===== src/rtl/audreg_pkg.sv =====
package audreg_pkg;

    localparam int WORD_W    = 32;
    localparam int NUM_WORDS = 11;
    localparam int NUM_CH    = 2;

    // index layout; channel groups are decoded by neighbours at these offsets
    localparam int IDX_CMD     = 0;
    localparam int IDX_CADDR   = 1;
    localparam int IDX_CDOUT   = 2;
    localparam int IDX_CDIN    = 3;
    localparam int IDX_GAP     = 7;
    localparam int CH_BASE     = 4;
    localparam int CH_STRIDE   = 4;
    localparam int CH_OFS_CTRL = 0;
    localparam int CH_OFS_ADDR = 1;
    localparam int CH_OFS_REM  = 2;

    localparam int CMD_GO_BIT  = 0;
    localparam int CMD_DIR_BIT = 1;
    localparam int CH_EN_BIT   = 0;

    typedef logic [WORD_W-1:0] word_t;

    typedef struct packed {
        word_t cmd;
        word_t caddr;
        word_t cdout;
        word_t cdin;
        logic  wr_pulse;
        logic  rd_pulse;
    } codec_st_t;

    typedef struct packed {
        word_t ctrl;
        word_t addr;
        word_t rem;
    } chan_st_t;

    function automatic int chan_idx(input int ch, input int ofs);
        return CH_BASE + ch * CH_STRIDE + ofs;
    endfunction

endpackage


===== src/rtl/audreg_decode.sv =====
module audreg_decode
    import audreg_pkg::*;
#(
    parameter int ADDR_W = 6
) (
    input  logic [ADDR_W-1:0]    addr,
    output logic [NUM_WORDS-1:0] sel
);
    localparam int IDX_W = ADDR_W - 2;

    logic [IDX_W-1:0] idx;
    logic             unused_low;

    assign idx        = addr[ADDR_W-1:2];
    assign unused_low = ^addr[1:0];

    for (genvar i = 0; i < NUM_WORDS; i++) begin : g_sel
        if (i == IDX_GAP) begin : g_gap
            assign sel[i] = 1'b0;
        end else begin : g_word
            assign sel[i] = (idx == IDX_W'(i));
        end
    end
endmodule


===== src/rtl/audreg_codec.sv =====
module audreg_codec
    import audreg_pkg::*;
(
    input  logic       clk,
    input  logic       rst_n,
    input  logic       wr_en,
    input  logic [3:0] sel,
    input  word_t      wdata,
    output word_t      cmd_word,
    output word_t      caddr_word,
    output word_t      cdout_word,
    output word_t      cdin_word,
    output logic       wr_pulse,
    output logic       rd_pulse
);
    codec_st_t st_d, st_q;

    always_comb begin
        st_d          = st_q;
        st_d.wr_pulse = 1'b0;
        st_d.rd_pulse = 1'b0;
        if (wr_en) begin
            if (sel[IDX_CMD]) begin
                st_d.cmd             = wdata;
                st_d.cmd[CMD_GO_BIT] = 1'b0;
                if (wdata[CMD_GO_BIT]) begin
                    if (wdata[CMD_DIR_BIT]) begin
                        st_d.wr_pulse = 1'b1;
                    end else begin
                        st_d.rd_pulse = 1'b1;
                    end
                end
            end
            if (sel[IDX_CADDR]) st_d.caddr = wdata;
            if (sel[IDX_CDOUT]) st_d.cdout = wdata;
            if (sel[IDX_CDIN])  st_d.cdin  = wdata;
        end
    end

    always_ff @(posedge clk or negedge rst_n) begin
        if (!rst_n) begin
            st_q <= '0;
        end else begin
            st_q <= st_d;
        end
    end

    assign cmd_word   = st_q.cmd;
    assign caddr_word = st_q.caddr;
    assign cdout_word = st_q.cdout;
    assign cdin_word  = st_q.cdin;
    assign wr_pulse   = st_q.wr_pulse;
    assign rd_pulse   = st_q.rd_pulse;
endmodule


===== src/rtl/audreg_chan.sv =====
module audreg_chan
    import audreg_pkg::*;
(
    input  logic  clk,
    input  logic  rst_n,
    input  logic  wr_en,
    input  logic  sel_ctrl,
    input  logic  sel_addr,
    input  logic  sel_rem,
    input  word_t wdata,
    input  logic  addr_load,
    input  word_t addr_next,
    input  logic  rem_load,
    input  word_t rem_next,
    output word_t ctrl_word,
    output word_t addr_word,
    output word_t rem_word,
    output logic  enable
);
    chan_st_t st_d, st_q;

    always_comb begin
        st_d = st_q;
        // engine loads first, so a bus write below overrides them
        if (addr_load) st_d.addr = addr_next;
        if (rem_load)  st_d.rem  = rem_next;
        if (wr_en) begin
            if (sel_ctrl) st_d.ctrl = wdata;
            if (sel_addr) st_d.addr = wdata;
            if (sel_rem)  st_d.rem  = wdata;
        end
    end

    always_ff @(posedge clk or negedge rst_n) begin
        if (!rst_n) begin
            st_q <= '0;
        end else begin
            st_q <= st_d;
        end
    end

    assign ctrl_word = st_q.ctrl;
    assign addr_word = st_q.addr;
    assign rem_word  = st_q.rem;
    assign enable    = st_q.ctrl[CH_EN_BIT];
endmodule


===== src/rtl/audreg_top.sv =====
module audreg_top
    import audreg_pkg::*;
#(
    parameter int ADDR_W = 6
) (
    input  logic                           clk,
    input  logic                           rst_n,
    input  logic [ADDR_W-1:0]              bus_addr,
    input  logic                           bus_wr,
    input  logic                           bus_rd,
    input  logic [WORD_W-1:0]              bus_wdata,
    output logic [WORD_W-1:0]              bus_rdata,
    output logic                           codec_wr_req,
    output logic                           codec_rd_req,
    output logic [WORD_W-1:0]              codec_reg_addr,
    output logic [WORD_W-1:0]              codec_reg_wdata,
    output logic [NUM_CH-1:0]              dma_enable,
    output logic [NUM_CH-1:0][WORD_W-1:0]  dma_addr,
    output logic [NUM_CH-1:0][WORD_W-1:0]  dma_remaining,
    input  logic [NUM_CH-1:0]              dma_addr_load,
    input  logic [NUM_CH-1:0][WORD_W-1:0]  dma_addr_next,
    input  logic [NUM_CH-1:0]              dma_rem_load,
    input  logic [NUM_CH-1:0][WORD_W-1:0]  dma_rem_next
);
    logic [NUM_WORDS-1:0] sel;
    word_t                words [NUM_WORDS];
    word_t                rdata_d, rdata_q;

    audreg_decode #(.ADDR_W(ADDR_W)) u_dec (
        .addr (bus_addr),
        .sel  (sel)
    );

    audreg_codec u_codec (
        .clk        (clk),
        .rst_n      (rst_n),
        .wr_en      (bus_wr),
        .sel        (sel[3:0]),
        .wdata      (bus_wdata),
        .cmd_word   (words[IDX_CMD]),
        .caddr_word (words[IDX_CADDR]),
        .cdout_word (words[IDX_CDOUT]),
        .cdin_word  (words[IDX_CDIN]),
        .wr_pulse   (codec_wr_req),
        .rd_pulse   (codec_rd_req)
    );

    assign words[IDX_GAP] = '0;

    for (genvar c = 0; c < NUM_CH; c++) begin : g_ch
        localparam int IC = chan_idx(c, CH_OFS_CTRL);
        localparam int IA = chan_idx(c, CH_OFS_ADDR);
        localparam int IR = chan_idx(c, CH_OFS_REM);

        audreg_chan u_chan (
            .clk       (clk),
            .rst_n     (rst_n),
            .wr_en     (bus_wr),
            .sel_ctrl  (sel[IC]),
            .sel_addr  (sel[IA]),
            .sel_rem   (sel[IR]),
            .wdata     (bus_wdata),
            .addr_load (dma_addr_load[c]),
            .addr_next (dma_addr_next[c]),
            .rem_load  (dma_rem_load[c]),
            .rem_next  (dma_rem_next[c]),
            .ctrl_word (words[IC]),
            .addr_word (words[IA]),
            .rem_word  (words[IR]),
            .enable    (dma_enable[c])
        );

        assign dma_addr[c]      = words[IA];
        assign dma_remaining[c] = words[IR];
    end

    always_comb begin
        word_t picked;
        picked = '0;
        for (int i = 0; i < NUM_WORDS; i++) begin
            picked = picked | (words[i] & {WORD_W{sel[i]}});
        end
        rdata_d = rdata_q;
        if (bus_rd) rdata_d = picked;
    end

    always_ff @(posedge clk or negedge rst_n) begin
        if (!rst_n) begin
            rdata_q <= '0;
        end else begin
            rdata_q <= rdata_d;
        end
    end

    assign bus_rdata       = rdata_q;
    assign codec_reg_addr  = words[IDX_CADDR];
    assign codec_reg_wdata = words[IDX_CDOUT];
endmodule


===== config.mk =====
export PLATFORM = sky130hd
export DESIGN_NAME = audreg_top
export DESIGN_NICKNAME = d
export VERILOG_FILES = /design/src/rtl/audreg_pkg.sv /design/src/rtl/audreg_decode.sv /design/src/rtl/audreg_codec.sv /design/src/rtl/audreg_chan.sv /design/src/rtl/audreg_top.sv
export SDC_FILE = /design/constraint.sdc
export NUM_CORES = 1
export LEC_CHECK = 0
export ABC_AREA = 1
export BUFFER_PORTS_ARGS = -buffer_cell sky130_fd_sc_hd__buf_2
export CAP_MARGIN = 10
export CELL_PAD_IN_SITES_DETAIL_PLACEMENT = 1
export CELL_PAD_IN_SITES_GLOBAL_PLACEMENT = 1
export CORE_MARGIN = 2
export CORE_UTILIZATION = 40
export CTS_CLUSTER_SIZE = 20
export DETAILED_ROUTE_END_ITERATION = 16
export GPL_ROUTABILITY_DRIVEN = 1
export MAX_ROUTING_LAYER = met4
export PLACE_DENSITY_LB_ADDON = 0.1
export SLEW_MARGIN = 20
export SYNTH_ARGS = -nofsm -noshare
export SYNTH_HDL_FRONTEND = slang
export SYNTH_SLANG_ARGS = --single-unit

===== constraint.sdc =====
create_clock -name clk -period 1.3 [get_ports clk]
set_clock_uncertainty 0.15 [all_clocks]
set_input_delay 0.195 -clock clk [delete_from_list [all_inputs] [get_ports clk]]
set_output_delay 0.195 -clock clk [all_outputs]
set_load 0.005 [all_outputs]

Word-level counts from Yosys, hierarchy flattened --
Cells that the tools add are included.
Storage, ports and cells: register bits after elaboration 353
Operators by class: eq/ne operators 9, mux-type cells 15, bitwise gates (word level) 19, reductions and logical operators 7
Operator list (count):
- $and A32 B32 Y32 | 10
- $or A32 B32 Y32 | 9
- $mux W32 | 8
- $mux W64 | 2
- $eq A4 B3 Y1 const B | 3
- $eq A4 B4 Y1 const B | 3
- $reduce_and A2 Y1 | 6
- $eq A4 B2 Y1 const B | 2
- $mux W2 | 3
- $eq A4 B1 Y1 const B | 1
- $logic_not A4 Y1 | 1
- $mux W1 | 2

Longest topological paths before layout --
Gate-level depths: netlist of the first run.
word-level depth 11, gate-level depth with buffers 10, mapped depth without buffers 10

Cells and area by module --
From an unflattened synthesis of the first run, not the netlist that was laid out.
Second synthesis, totals: cells, all modules 2761, area total of the unflattened synthesis 18903.1 um^2
By module, submodules not included:
- audreg_chan | instances 2, cells an instance 685, area each 4840.9 um^2
- audreg_codec | instances 1, cells an instance 563, area each 5077.4 um^2
- audreg_top | instances 1, cells an instance 805, area each 4051.4 um^2
- audreg_decode | instances 1, cells an instance 23, area each 92.6 um^2

Least setup slack after synthesis of the first run --
Ideal clock, no wire load.
kind input to register, start input port bus_wr, end register u_codec.st_q, in the netlist u_codec.cmd_word[23], stages on the path 5, buffers on the path 2, data required time 1.019 ns, slack -0.118 ns, setup time 0.131 ns, arrival 1.137 ns, path through buf_2 nand3_1 clkbuf_1 nand2_1 o21ai_0
On the way: longest elaborated chain between the ends 1
RTL lines:
- from (decl) | line audreg_top.sv:9 | input logic bus_wr,
- $reduce_and A2 Y1 (no line)
- to (signal assigned) | line audreg_codec.sv:44 | st_q <= st_d;
- to (decl) | line audreg_codec.sv:16 | codec_st_t st_d, st_q;
No other way between the ends. A chain may end at the register's enable or synchronous reset.

==> metrics list, run 1 <==
- Distinct cell type count of the synthesized netlist: 24
* Y dimension of the die: 210.9 um
- Cell type contributing the most total cell area after synthesis: sky130_fd_sc_hd__dfrtp_1
- In the finished design, the share of the clock period the worst path needs comes to 120.2%.
* Power density over cell area: 1301 nW/um2
* Ys flop type: sky130_fd_sc_hd__dfrtp_1
- Across every metal layer, demand over resource in global routing totals 38.28%.
- Summed over all cells, the static leakage comes to 13.78 nW.
- Sum of negative setup slack: -31.41 ns
* Chip width: 210.9 um
- Yosys mapped a number of flops with a built-in enable equal to 0.
- Largest buffer count on any clock path: 3
* Main combinational cell family by area after synthesis: simple AND/OR/NAND/NOR gates
* Filler Cells Inserted: 4,904
- TritonCTS created 41 clock buffers.
- The flow ran to the end, but the final reports show violations.
* Critical Path Max Stage Delay: 0.65 ns
* Share of synthesized area occupied by flip-flops and latches: about half
- The congestion estimate from routability-driven global placement came to between 0.8 and 0.9.
- H-tree levels: 2
* R2R Setup Slk: -0.24 ns
- The die covers approximately 44,000 um2.
- Maximum number of pins on one net before global-route repair: 47
* Crit path DAT: 1.79 ns
- Total count of max-transition violations in the final report: 0
- The tool flagged a number of max-cap violations equal to 0.
* Synth async-reset ratio: 100.0%
- In the final routing, the length of wire on met1 measures 33.61 mm.
* Clock edge transition at the registers on the reported setup and hold paths: 0.06 ns
* Post-synthesis register bit count: 353
- Of the total synthesized cell area, the portion taken by full adders, half adders and majority gates is 0%.
- Among all stages on the critical path, the largest delay is contributed by sky130_fd_sc_hd__a21oi_1.
- Data required time of the critical path: 1.53 ns
- Simple-gate area share of the yosys netlist: 25.82%
* Final global-route overflow total: 0
* Average routed wire per standard cell: between 20 and 30 um
- Vias in the first global route: 21,090
- Commonest cells in the synthesized netlist: sky130_fd_sc_hd__nand2_1 (485), sky130_fd_sc_hd__dfrtp_1 (353), sky130_fd_sc_hd__nand3_1 (256)
- Dividing the detail-routed via count by the number of cells gives ~5.6.
- Summing the areas of all compound-gate instances in the mapped netlist gives 9.678% of the synthesized area.
- Traced cell by cell, the critical path runs through buf_2 > inv_2 > nand2_1 > nor2_4 > nand2_4 > buf_12 > a21oi_1.
- After detailed routing, the number of remaining DRC violations is 0.
- Clock tree root buffer cell: sky130_fd_sc_hd__clkbuf_16
* Number of detailed-route iterations in the first pass: 5
* Total number of placement rows: 75
- TritonCTS built the clock tree.
- DRT antenna net count: 0
- The final reports fail on setup timing.
* Post-DP HPWL: 49.56 mm
- After synthesis the cells add up to 17,120 um2.
- Post-synthesis share of cell area spent on xor and xnor gates: 0%
- The initial utilization of the core area, before any placement, comes to ~40%.
- When the netlist entered floorplanning its net count stood at around 2,300.
* Actual slew at the worst max-slew pin: 0.7675 ns
- Setup repair after global routing could not meet its margin everywhere.
- Crit path capture type: register
* Area share of the largest cell type after synthesis: between 50% and 60%
* Category of the worst setup path launch point: primary input
- Core footprint: approximately 42,000 um2
* Final critical delay including setup and external delays: approximately 1.6 ns
- In this run the tool buffered the top-level ports with 399 buffer cells.
- Initial antenna violation count: 10
- The routed layout has between 15,000 and 20,000 vias.
- Peak VDD IR: 0.0008166 V
- Growth of design area from synthesis to finish: 55.07%
- Mean instance size in the synthesized netlist: 8.233 um2
- Worst relative slew slack: between 40 and 50%
- Worst min-delay path class: in -> async
- For this run, the post-layout net count is approximately 3,000.
- The clock reaches the later pin of the worst-skew pair after approximately 0.57 ns.
* I/O Pins: 402
* Number of failing hold endpoints at the final stage: 0
* Number of design-rule violations left by the first detailed-router iteration: 1,534
- Highest clock rate: 639.8 MHz
- The routed design uses 5.925 mm of met3 wire.
* Post-layout total power: about 0.035 W
- After layout, the worst setup slack is -0.2631 ns.
- Length of routed met2 wiring: 42.96 mm
- Cell types with the largest area share after synthesis: sky130_fd_sc_hd__dfrtp_1 (52%), sky130_fd_sc_hd__nand2_1 (11%), sky130_fd_sc_hd__nand3_1 (7.5%)
- Share of cells above drive strength 1: 34.61%
- The routed design has around 88 mm of wire.
* Multiplexer fraction of the synthesized cell area: around 6.8%
* Final count of negative-setup-slack endpoints: 244
* Worst setup slack before clock tree synthesis: -0.4432 ns
- The highest metal layer carrying signal wires in the routed design is met4.
- The first global-routing pass estimated 124.9 mm of wire.
* Highest net fanout along the worst path: 26
* Clock Sink Count: 353
- Number of warnings printed during yosys synthesis: 0
- The most common cell in the synthesized netlist is sky130_fd_sc_hd__nand2_1.
- Number of instances in the synthesized netlist: 2,079
* Worst setup path class: in -> reg
[layer usage]
layer	up-vias	GRT usage [%]
li1	8467	-
met1	9887	44.97
met2	971	62.77
met3	324	5.902
met4	0	22.20
met5	-	-
[cell families after synthesis]
group	after synthesis
and+or+nand+nor	1040
muxes	116
DFF	353
AOI/OAI and AO/OA	331
buffers and inverters	239
[worst paths after layout]
check	startpoint	end	depth (start not counted)
max reg2reg	g_ch[0].u_chan.addr_word[19]	g_ch[0].u_chan.addr_word[19]	3
min in group clk	dma_rem_load[1]	g_ch[1].u_chan.rem_word[2]	4
max	bus_addr[3]	g_ch[0].u_chan.addr_word[19]	7
min	rst_n	bus_rdata[7]	2
max in group asynchronous	rst_n	g_ch[1].u_chan.addr_word[14]	3
min reg2reg	u_codec.cmd_word[14]	u_codec.cmd_word[14]	2
[critical path, delay by kind of cell]
kind | cells | cell delay [ns]
AO/OA/AOI/OAI | 1 | 0.65
AND/OR/NAND/NOR | 3 | 0.49
buffers and inverters | 3 | 0.42
[area by class of cell]
type                            count  area (um2)  share of cell area, %
Antenna cell                       11       27.53                 0.1037
Clock buffer                       69        1294                  4.874
Clock inverter                      5       53.80                 0.2027
Inverter                          102       385.4                  1.452
Multi-Input combinational cell   1487        7781                  29.32
Sequential cell                   353        8838                  33.30
Tap cell                          539       674.4                  2.541
Timing Repair Buffer              917        7487                  28.21
[cells in the final DEF, fill, tap and decap left out, types with 2 or more instances in the layout]
master / count
sky130_fd_sc_hd__or2_2: 32
sky130_fd_sc_hd__inv_1: 90
sky130_fd_sc_hd__diode_2: 11
sky130_fd_sc_hd__buf_12: 73
sky130_fd_sc_hd__nand3_4: 2
sky130_fd_sc_hd__nand2_1: 434
sky130_fd_sc_hd__nand2_2: 51
sky130_fd_sc_hd__clkinv_2: 3
sky130_fd_sc_hd__mux2i_1: 115
sky130_fd_sc_hd__dlygate4sd3_1: 162
sky130_fd_sc_hd__inv_2: 11
sky130_fd_sc_hd__nand3_2: 44
sky130_fd_sc_hd__buf_6: 54
sky130_fd_sc_hd__clkbuf_16: 44
sky130_fd_sc_hd__nand2_4: 8
sky130_fd_sc_hd__dfrtp_1: 349
sky130_fd_sc_hd__nor2_2: 30
sky130_fd_sc_hd__buf_4: 249
sky130_fd_sc_hd__dfrtp_2: 4
sky130_fd_sc_hd__o21ai_0: 151
sky130_fd_sc_hd__nand3_1: 211
sky130_fd_sc_hd__nor2_1: 209
sky130_fd_sc_hd__clkbuf_1: 14
sky130_fd_sc_hd__nor2_4: 14
sky130_fd_sc_hd__clkbuf_8: 12
sky130_fd_sc_hd__a21oi_1: 116
sky130_fd_sc_hd__buf_2: 377
sky130_fd_sc_hd__nor3_1: 3
sky130_fd_sc_hd__o21ai_1: 64
[flip-flops by register name, indices dropped and copies added, names as in the netlist, 31 cells and up]
name and count:
g_ch.u_chan.ctrl_word 64, g_ch.u_chan.addr_word 64, u_codec.cdin_word 32, u_codec.cdout_word 32
bus_rdata 32, g_ch.u_chan.rem_word 64, u_codec.caddr_word 32, u_codec.cmd_word 31
[through the flow]
stage / utilization [%] / instances / instance area [um2] / hold slack [ns]
2_1_floorplan: - / 2079 / 17150 / -0.2506
3_3_place_gp: 50.14 / 3016 / 21130 / -0.01308
3_5_place_dp: 50.14 / 3016 / 21130 / -0.01806
4_1_cts: 60.63 / 3433 / 25550 / -0.02479
5_1_grt: 62.99 / 3482 / 26540 / 0.003484
6_report: 62.99 / 3483 / 26540 / 0.003757
[report_power, final]
group | leakage, nW | switching, W | internal (W) | total [W]
Combinational | 8.78 | 0.00447 | 0.00419 | 0.00867
Sequential | 4.33 | 0.00125 | 0.0128 | 0.0140
Clock | 0.663 | 0.00489 | 0.00695 | 0.0118
Total | 13.8 | 0.0106 | 0.0239 | 0.0345
[what timing repair did]
item                                   4_1_cts  5_1_grt
endpoints found under the hold margin      664        0
pin swaps                                    0      129
buffers inserted                           181       72
gates resized for setup                     23      189
gates cloned                                 0        1
setup endpoints to repair                  228      264
hold buffers                               162        0
No activity file was read; power rests on OpenSTA's default activity.
==> inputs of run 2 (changes only) <==
Settings changed: CORE_UTILIZATION 40 to 39, SYNTH_HIERARCHICAL set to 1.
==> run 2 against run 1 <==
  * The run ends with hold timing, setup timing left
  * Wire length rose by 10%
  * Die area rose by 13%
  * Final cell count increased by 21%
  * Power increased by 1.5%
  * Largest power group unchanged
==> metrics list, run 2 <==
- The flow ran to the end, but the final reports show violations.
* Violated checks: hold timing, setup timing
- LEAKAGE: 16.54 nW (+20%)
- Final count of negative-setup-slack endpoints: 262 (+7.4%)
* Peak VDD IR: 0.0009147 V (+12%)
- Share of cells above drive strength 1: 29.81% (-4.8 points)
- The signal on the critical path passes through buf_2.
- CTS tree: done
* Synthesized cell area: 18,890 um2 (+10%)
* Most frequent cells in the layout: sky130_fd_sc_hd__nand2_1 (1,276), sky130_fd_sc_hd__buf_2 (375), sky130_fd_sc_hd__dfrtp_1 (346), sky130_fd_sc_hd__nand3_1 (334), sky130_fd_sc_hd__inv_1 (321)
* Power density over cell area: 1224 nW/um2 (-6.0%)
- Setup repair after global routing missed its margin: yes
* Data required time of the critical path: 0.95 ns (-0.58 ns)
- The delay of the slowest critical-path stage was 0.46 ns (-0.19 ns).
- The overall die area came to 50,220 um2 (+13%).
* Crit path max-delay family: flip-flops
* Crit path DAT: 1.20 ns (-0.59 ns)
- Vias post-DR: 22,430 (+14%)
- The via-per-instance ratio came to 5.319 (-5.7%).
- The post-route clock period utilization is 119.2% (-1.0 points).
- CTS placed an instance of sky130_fd_sc_hd__clkbuf_16 at the clock tree root.
- The total of warnings raised by yosys was 6 (+6).
- Multi-input gate area in the final layout: 8668 um2 (+11%)
* Initial standard-cell utilization of the core: 39.57% (-1.1 points)
* Final global-route overflow total: 0 (unchanged)
- The area growth from synthesis to layout is 51.66%.
- The achievable frequency was 645.2 MHz (+0.86%).
- The final hold slack was -0.05930 ns (-0.06305 ns).
- The number of maximum-capacitance constraint violations came to 0 (unchanged).
* Worst min-delay path class: in -> async
- Core footprint: 47,750 um2 (+13%)
- Initial antenna violation count: 2 (-8)
* Number of instances in the synthesized netlist: 2,759 (+33%)
* Number of buffers created by CTS: 43 (+4.9%)
- H-tree levels: 2 (unchanged)
- The number of global-route vias before repair is 23,900 (+13%).
- The number of fill cells was 6,003 (+22%).
- The worst setup path is of the reg -> out kind.
- Post-layout total power: 0.03506 W (+1.5%)
- I/O Pins: 402 (unchanged)
- The maximum number of pins on one net before global-route repair was 60 (+28%).
- Post-DP HPWL: 57.79 mm (+17%)
- The post-detailed-route DRC marker count was 0 (unchanged).
* Final critical delay including setup and external delays: 1.550 ns (-0.01326 ns)
- Most common library cell in the layout ignoring fill and taps: sky130_fd_sc_hd__nand2_1
- The count of routing violations after the opening detailed-route iteration was 1,696 (+11%).
- The clock transition at the registers of the reported paths came to 0.07 ns (about the same).
* Post-route core utilization: 60.01% (-3.0 points)
- The number of sinks driven by the clock tree was 353 (unchanged).
- Quantity of I/O buffers inserted on ports: 399 (unchanged)
- The number of hold buffers added after CTS was 175 (+8.0%).
- DRT antenna net count: 0 (unchanged)
- Largest buffer count on any clock path: 3 (unchanged)
- The number of nets in the layout came to 3,741 (+22%).
- The cell area after layout was 28,650 um2 (+7.9%).
- Last weighted congestion value of the routability-driven placer: 0.8923 (+4.8%)
* Wire length reported by the detailed router: 97.05 mm (+10%)
* Mean instance size in the synthesized netlist: 6.847 um2 (-17%)
- The source-to-sink clock delay at the later pin of the worst-skew pair is 0.58 ns (about the same).
* Average routed wire per standard cell: 23.02 um (-9.0%)
* Chip width: 224.1 um (+6.3%)
- Sum of negative setup slack: -35.61 ns (-4.199 ns)
- Total count of max-transition violations in the final report: 0 (unchanged)
- The minimum setup slack in the final design was -0.2498 ns (+0.01326 ns).
- The combined flip-flop and latch cell area came to 8842 um2 (about the same).
- Aggregate global-route resource usage: 37.03% (-1.3 points)
- The net count of the mapped netlist is 2,933 (+30%).
* Y dimension of the die: 224.1 um (+6.3%)
- Category of the worst setup path launch point: register
- The worst setup path is captured at an output port.
* Number of buffers and inverters on the critical path: 1 (-2)
* Number of detailed-route iterations in the first pass: 6 (+1)
- Slowest stage cell on the critical path: sky130_fd_sc_hd__dfrtp_1
- Highest net fanout along the worst path: 2 (-92%)
* Area after DPL: 22,710 um2 (+7.5%)
* Total number of placement rows: 80 (+6.7%)
* Global-route wire length before repair: 137.6 mm (+10%)
* Number of failing hold endpoints at the final stage: 12 (+12)
-- run 2: changes by cell type in the layout (fill, tap and decap cells not counted), moves of 64 or more --
cell / delta
sky130_fd_sc_hd__nand3_1: +123
sky130_fd_sc_hd__nor2_1: -172
sky130_fd_sc_hd__inv_1: +231
sky130_fd_sc_hd__a21oi_1: -116
sky130_fd_sc_hd__o21ai_1: -64
sky130_fd_sc_hd__nand2_2: +72
sky130_fd_sc_hd__nand2_1: +842
sky130_fd_sc_hd__mux2i_1: -115
sky130_fd_sc_hd__o21ai_0: -151
-- run 2: where the power goes --
| group | switching (W) | internal, W |
|---|---|---|
| clock | 0.00510 | 0.00734 |
| combinational | 0.00460 | 0.00397 |
| sequential | 0.00131 | 0.0127 |
-- run 2: stage by stage --
step	setup WS (ns)	cells
2_1_floorplan	-0.1108	2759
3_3_place_gp	-0.4337	3764
3_5_place_dp	-0.4867	3764
4_1_cts	-0.2552	4196
5_1_grt	-0.2586	4216
6_report	-0.2498	4216
-- run 2: repair_timing --
action / 4_1_cts / 5_1_grt
gates resized for setup: 66 / 299
pin swaps: 6 / 190
endpoints found under the hold margin: 674 / 12
setup endpoints to repair: 231 / 300
setup buffers: 185 / 80
cloned: 0 / 7
-- run 2: final timing paths --
| check | to | cells past startpoint | from | slack (ns) |
|---|---|---|---|---|
| setup reg to reg | bus_rdata[24] | 7 | g_ch[1].u_chan/addr_word[24] | -0.07 |
| hold reg to reg | g_ch[1].u_chan/ctrl_word[9] | 2 | g_ch[1].u_chan/ctrl_word[9] | 0.32 |
| setup / recovery | codec_reg_addr[15] | 1 | u_codec/caddr_word[15] | -0.25 |
| hold / removal | g_ch[1].u_chan/ctrl_word[5] | 2 | rst_n | -0.06 |
| max in group asynchronous | bus_rdata[26] | 3 | rst_n | 0.42 |
| min in group clk | g_ch[0].u_chan/rem_word[26] | 5 | dma_rem_load[0] | 0.01 |
-- run 2: cell type report --
| cell class | count | share of cell area (%) |
|---|---|---|
| Inverter | 332 | 4.411 |
| Timing Repair Buffer | 920 | 26.82 |
| Clock buffer | 65 | 4.437 |
| Multi-Input combinational cell | 1917 | 30.25 |
| Sequential cell | 353 | 30.86 |
| Antenna cell | 2 | 0.01747 |
| Clock inverter | 12 | 0.5109 |
| Tap cell | 615 | 2.686 |
-- run 2: routing by layer --
| metal | vias up | wire length, um | GRT usage [%] |
|---|---|---|---|
| met5 | - | 0 | - |
| met3 | 327 | 5458 | 4.368 |
| met1 | 11270 | 37530 | 42.71 |
| met4 | 0 | 4769 | 16.67 |
| met2 | 987 | 49290 | 64.72 |
| li1 | 9847 | - | - |
